**src/rtl/bseq_pkg.sv**
```systemverilog
package bseq_pkg;
  typedef enum logic {
    ORD_LINEAR     = 1'b0,
    ORD_INTERLEAVE = 1'b1
  } burst_order_e;
endpackage

```
**src/rtl/bseq_base_reg.sv**
```systemverilog
module bseq_base_reg #(
  parameter int unsigned ADDR_W = 17
) (
  input  logic              clk_i,
  input  logic              rst_ni,
  input  logic              load_i,
  input  logic [ADDR_W-1:0] addr_i,
  output logic [ADDR_W-1:0] base_o
);
  always_ff @(posedge clk_i or negedge rst_ni) begin
    if (!rst_ni)     base_o <= '0;
    else if (load_i) base_o <= addr_i;
  end

  a_r2_base_held: assert property (@(posedge clk_i) disable iff (!rst_ni)
    !load_i |=> $stable(base_o));
endmodule

```
**src/rtl/bseq_beat_ctr.sv**
```systemverilog
module bseq_beat_ctr #(
  parameter int unsigned OFS_W = 2
) (
  input  logic             clk_i,
  input  logic             rst_ni,
  input  logic             load_i,
  input  logic             adv_ni,
  output logic [OFS_W-1:0] beat_o
);
  localparam logic [OFS_W-1:0] LastBeat = {OFS_W{1'b1}};

  // load wins over advance
  always_ff @(posedge clk_i or negedge rst_ni) begin
    if (!rst_ni)      beat_o <= '0;
    else if (load_i)  beat_o <= '0;
    else if (!adv_ni) beat_o <= beat_o + 1'b1;
  end

  a_r5_load_restarts: assert property (@(posedge clk_i) disable iff (!rst_ni)
    load_i |=> beat_o == '0);
  a_r6_hold_beat: assert property (@(posedge clk_i) disable iff (!rst_ni)
    (!load_i && adv_ni) |=> $stable(beat_o));
  a_r7_wrap: assert property (@(posedge clk_i) disable iff (!rst_ni)
    (!load_i && !adv_ni && beat_o == LastBeat) |=> beat_o == '0);
endmodule

```
**src/rtl/bseq_offset_map.sv**
```systemverilog
module bseq_offset_map
  import bseq_pkg::*;
#(
  parameter int unsigned OFS_W = 2
) (
  input  logic [OFS_W-1:0] start_i,
  input  logic [OFS_W-1:0] beat_i,
  input  burst_order_e     order_i,
  output logic [OFS_W-1:0] ofs_o
);
  logic [OFS_W-1:0] xor_ofs, lin_ofs;

  assign xor_ofs = start_i ^ beat_i;
  assign lin_ofs = start_i + beat_i;  // wraps at burst length

  always_comb begin
    unique case (order_i)
      ORD_INTERLEAVE: ofs_o = xor_ofs;
      default:        ofs_o = lin_ofs;
    endcase
  end
endmodule

```
**src/rtl/bseq_burst_addr.sv**
```systemverilog
module bseq_burst_addr
  import bseq_pkg::*;
#(
  parameter int unsigned ADDR_W = 17,
  parameter int unsigned OFS_W  = 2
) (
  input  logic              clk_i,
  input  logic              rst_ni,
  input  logic              load_i,
  input  logic              adv_ni,
  input  logic              interleave_i,
  input  logic [ADDR_W-1:0] addr_i,
  output logic [ADDR_W-1:0] addr_o,
  output logic [OFS_W-1:0]  beat_o
);
  logic [ADDR_W-1:0] base_q;
  logic [OFS_W-1:0]  beat_q, ofs;
  burst_order_e      order;

  assign order = burst_order_e'(interleave_i);

  bseq_base_reg #(.ADDR_W(ADDR_W)) u_base (
    .clk_i (clk_i), .rst_ni(rst_ni), .load_i(load_i),
    .addr_i(addr_i), .base_o(base_q)
  );

  bseq_beat_ctr #(.OFS_W(OFS_W)) u_beat (
    .clk_i (clk_i), .rst_ni(rst_ni), .load_i(load_i),
    .adv_ni(adv_ni), .beat_o(beat_q)
  );

  bseq_offset_map #(.OFS_W(OFS_W)) u_map (
    .start_i(base_q[OFS_W-1:0]), .beat_i(beat_q),
    .order_i(order), .ofs_o(ofs)
  );

  assign addr_o = {base_q[ADDR_W-1:OFS_W], ofs};
  assign beat_o = beat_q;

  a_r1_capture: assert property (@(posedge clk_i) disable iff (!rst_ni)
    load_i |=> addr_o == $past(addr_i));
  a_r2_upper_fixed: assert property (@(posedge clk_i) disable iff (!rst_ni)
    !load_i |=> $stable(addr_o[ADDR_W-1:OFS_W]));
  a_r6_hold_addr: assert property (@(posedge clk_i) disable iff (!rst_ni)
    (!load_i && adv_ni && $stable(interleave_i)) |=> $stable(addr_o));
  a_r8_reset_value: assert property (@(posedge clk_i)
    !rst_ni |-> (addr_o == '0 && beat_o == '0));
endmodule

```
**config.mk**
```make
export PLATFORM = sky130hd
export DESIGN_NAME = bseq_burst_addr
export DESIGN_NICKNAME = d
export VERILOG_FILES = /design/src/rtl/bseq_pkg.sv /design/src/rtl/bseq_base_reg.sv /design/src/rtl/bseq_beat_ctr.sv /design/src/rtl/bseq_offset_map.sv /design/src/rtl/bseq_burst_addr.sv
export SDC_FILE = /design/constraint.sdc
export NUM_CORES = 1
export LEC_CHECK = 0
export ABC_AREA = 1
export BUFFER_PORTS_ARGS = -buffer_cell sky130_fd_sc_hd__buf_2
export CORE_MARGIN = 5
export CORE_UTILIZATION = 44
export CTS_BUF_LIST = sky130_fd_sc_hd__clkbuf_8 sky130_fd_sc_hd__clkbuf_16
export DETAILED_ROUTE_END_ITERATION = 8
export PLACE_DENSITY = 0.87
export SETUP_SLACK_MARGIN = 0.3
export SLEW_MARGIN = 15
export SYNTH_ARGS = -nofsm -noshare
export SYNTH_HDL_FRONTEND = slang
export SYNTH_HIERARCHICAL = 1
export SYNTH_SLANG_ARGS = --single-unit
```
**constraint.sdc**
```tcl
create_clock -name clk_i -period 1.3 [get_ports clk_i]
set_clock_uncertainty 0.15 [all_clocks]
set_input_delay 0.065 -clock clk_i [delete_from_list [all_inputs] [get_ports clk_i]]
set_output_delay 0.065 -clock clk_i [all_outputs]
set_load 0.02 [all_outputs]
```
==> metrics.txt <==
first-pass GRT wire length 4602 um; max-slew violations 0; vias in the first global route 1004; syn_nets 122; RSZ-0062 raised after global routing yes; period utilization 1.096; DP HPWL 1362 um; Total Routing Usage GR 0.2304; die area 0.002878 sq mm; Congestion Overflow GR 0; Worst setup EP type primary output; worst skew pair latency 250 ps; worst reg2reg path depth 4; Final Hold Vio Count 0; Antenna diodes 0; row count 15; run status complete, but fails checks; Die X 53.65 um; Yosys reg bits 19; MaxCap Viol Count 0; switching share of power 0.3028; DR DRC count 0; Startpoint Class register; setup ws final -124.6 ps; Yosys warning count 6; wire per inst 15.91 um; layout cells sized above 1 0.4118; Worst Path Required 1090 ps; Core ar. 0.001764 sq mm; P_leak 0.0008199 uW; port bufs 40; commonest non-fill, non-tap cell in the layout nand2_1; Layout fillers 88; Max Freq 0.7019 GHz; clock network power share 0.262; Setup TNS -124.6 ps; Detailed Route Iter0 Violations 20; clk root buf clkbuf_8; routed vias/inst 5.082; number of I/O pins 41; min-delay worst type primary input to register; worst slew pin tran 424.9 ps; Detailed Routing Iterations Pass 1 5; Syn Std Cell Area 838.3 sq um; pre-CTS setup slack 112.5 ps; pwr dens 1051 mW/mm^2; H-tree levels 1; Clock Path Buffers 2; commonest non-fill, non-tap cells in the layout nand2_1 (53), buf_2 (21), buf_6 (20), dlygate4sd3_1 (19), dfrtp_1 (17); post-route minimum period 1425 ps; Die Ht 53.65 um; Worst Hold Depth 3; WP data arrival 1210 ps; Netlist cell types 13; Slew headroom 0.7167; CTS tree yes; Num CTS Buffers 3; Max Fanout on Critical Path 2; synthesized area per cell 8.468 sq um; Flop pwr share 0.439; Synth-to-Final Area Change 78.51%; via count 991; Seq/Total Area, Yosys 0.5672; Final nets 194; Clock transition at path regs 80 ps; initial antenna violation count 0; internal power 1097 uW; antenna-violating nets left 0; Mapped Cells 99; initial core utilization 0.4752; largest net degree at the start of global routing 20; R2R Setup Slk 140 ps; gp weighted congestion 0.6706; peak supply drop 0.8176 mV; setup violators final 1; failing checks setup timing; critical path type register to primary output; clock sinks 19; switching pwr 476.5 uW; total wire length 3102 um; Comb power frac 0.299
## metal layers
layer,vias to the layer above,GRT usage,part of all wire
met5,-,0,0
met4,0,0.06383,0.034
li1,434,-,-
met1,466,0.2535,0.34
met3,16,0.08310,0.11
met2,75,0.4143,0.52
## cell usage after synthesis (all sizes together)
cell	number	area share
nand3	3	0.018
clkbuf	1	0.016
nand2	60	0.28
ha	1	0.015
nor2	4	0.018
dfrtp	19	0.57
a21oi	1	0.0060
inv	8	0.045
buf	2	0.031
## power groups by stage
stage	combinational, uW	sequential [uW]	clock (uW)
after floorplan	118	746	0
after global placement	269	687	0
after detailed placement	278	690	0
after CTS	425	684	405
after global routing	502	697	441
final	471	691	412
## stage by stage
step / power (uW) / instance area [sq um] / utilization / hold slack [ps] / std cells
2_1_floorplan: 864.6 / 852.1 / - / -380.6 / 99
3_3_place_gp: 956.0 / 1044 / 0.5915 / -134.5 / 161
3_5_place_dp: 967.7 / 1044 / 0.5915 / -121.9 / 161
4_1_cts: 1515 / 1455 / 0.8248 / 82.05 / 192
5_1_grt: 1640 / 1496 / 0.8482 / 100.9 / 195
6_report: 1573 / 1496 / 0.8482 / 87.77 / 195
## cells by family (layout without fill, tap and decap cells)
| kind of cell | count (synthesis) | count (layout) | synth area share |
|---|---|---|---|
| compound gates | 1 | 1 | 0.005964 |
| buf+inv | 11 | 82 | 0.09252 |
| fa+ha+maj | 1 | 1 | 0.01492 |
| simple gates | 67 | 67 | 0.3194 |
| flops | 19 | 19 | 0.5672 |
## cell type report
class	instances	area [sq um]	area share
Tap cell	25	31.28	0.02090
Clock inverter	1	5.005	0.003344
Clock buffer	3	41.29	0.02759
Inverter	8	37.54	0.02508
Timing Repair Buffer	70	595.6	0.3980
Multi-Input combinational cell	69	307.8	0.2057
Sequential cell	19	478.0	0.3194
## critical path: stages (launching register included)
cell	delay, ps
dfrtp_2	430
ha_4	170
inv_2	40
nor2_1	30
nand3_1	60
nand2_1	70
inv_2	50
buf_6	100
## flip-flops by register name, indices dropped and copies added (netlist names)
signal	cells
u_base/base_o	17
u_beat/beat_o	2
## final timing paths
check | start | endpoint
worst min register to register | u_base/base_o[0]$_DFFE_PN0P_ | u_base/base_o[0]$_DFFE_PN0P_
max in group asynchronous | rst_ni | u_beat/beat_o[1]$_DFFE_PN0P_
min in group asynchronous | rst_ni | u_base/base_o[4]$_DFFE_PN0P_
worst max register to register | u_beat/beat_o[0]$_DFFE_PN0P_ | u_beat/beat_o[1]$_DFFE_PN0P_
worst max-delay path | u_beat/beat_o[0]$_DFFE_PN0P_ | addr_o[1]
worst min-delay path | load_i | u_base/base_o[0]$_DFFE_PN0P_
## what timing repair did
action,4_1_cts,5_1_grt
pin swaps,4,1
resized for setup,38,6
setup buffers,8,3
hold endpoints to repair,38,0
setup endpoints to repair,19,21
cloned,0,0
hold buffers,19,0
Power figures use the tool's default switching activity.
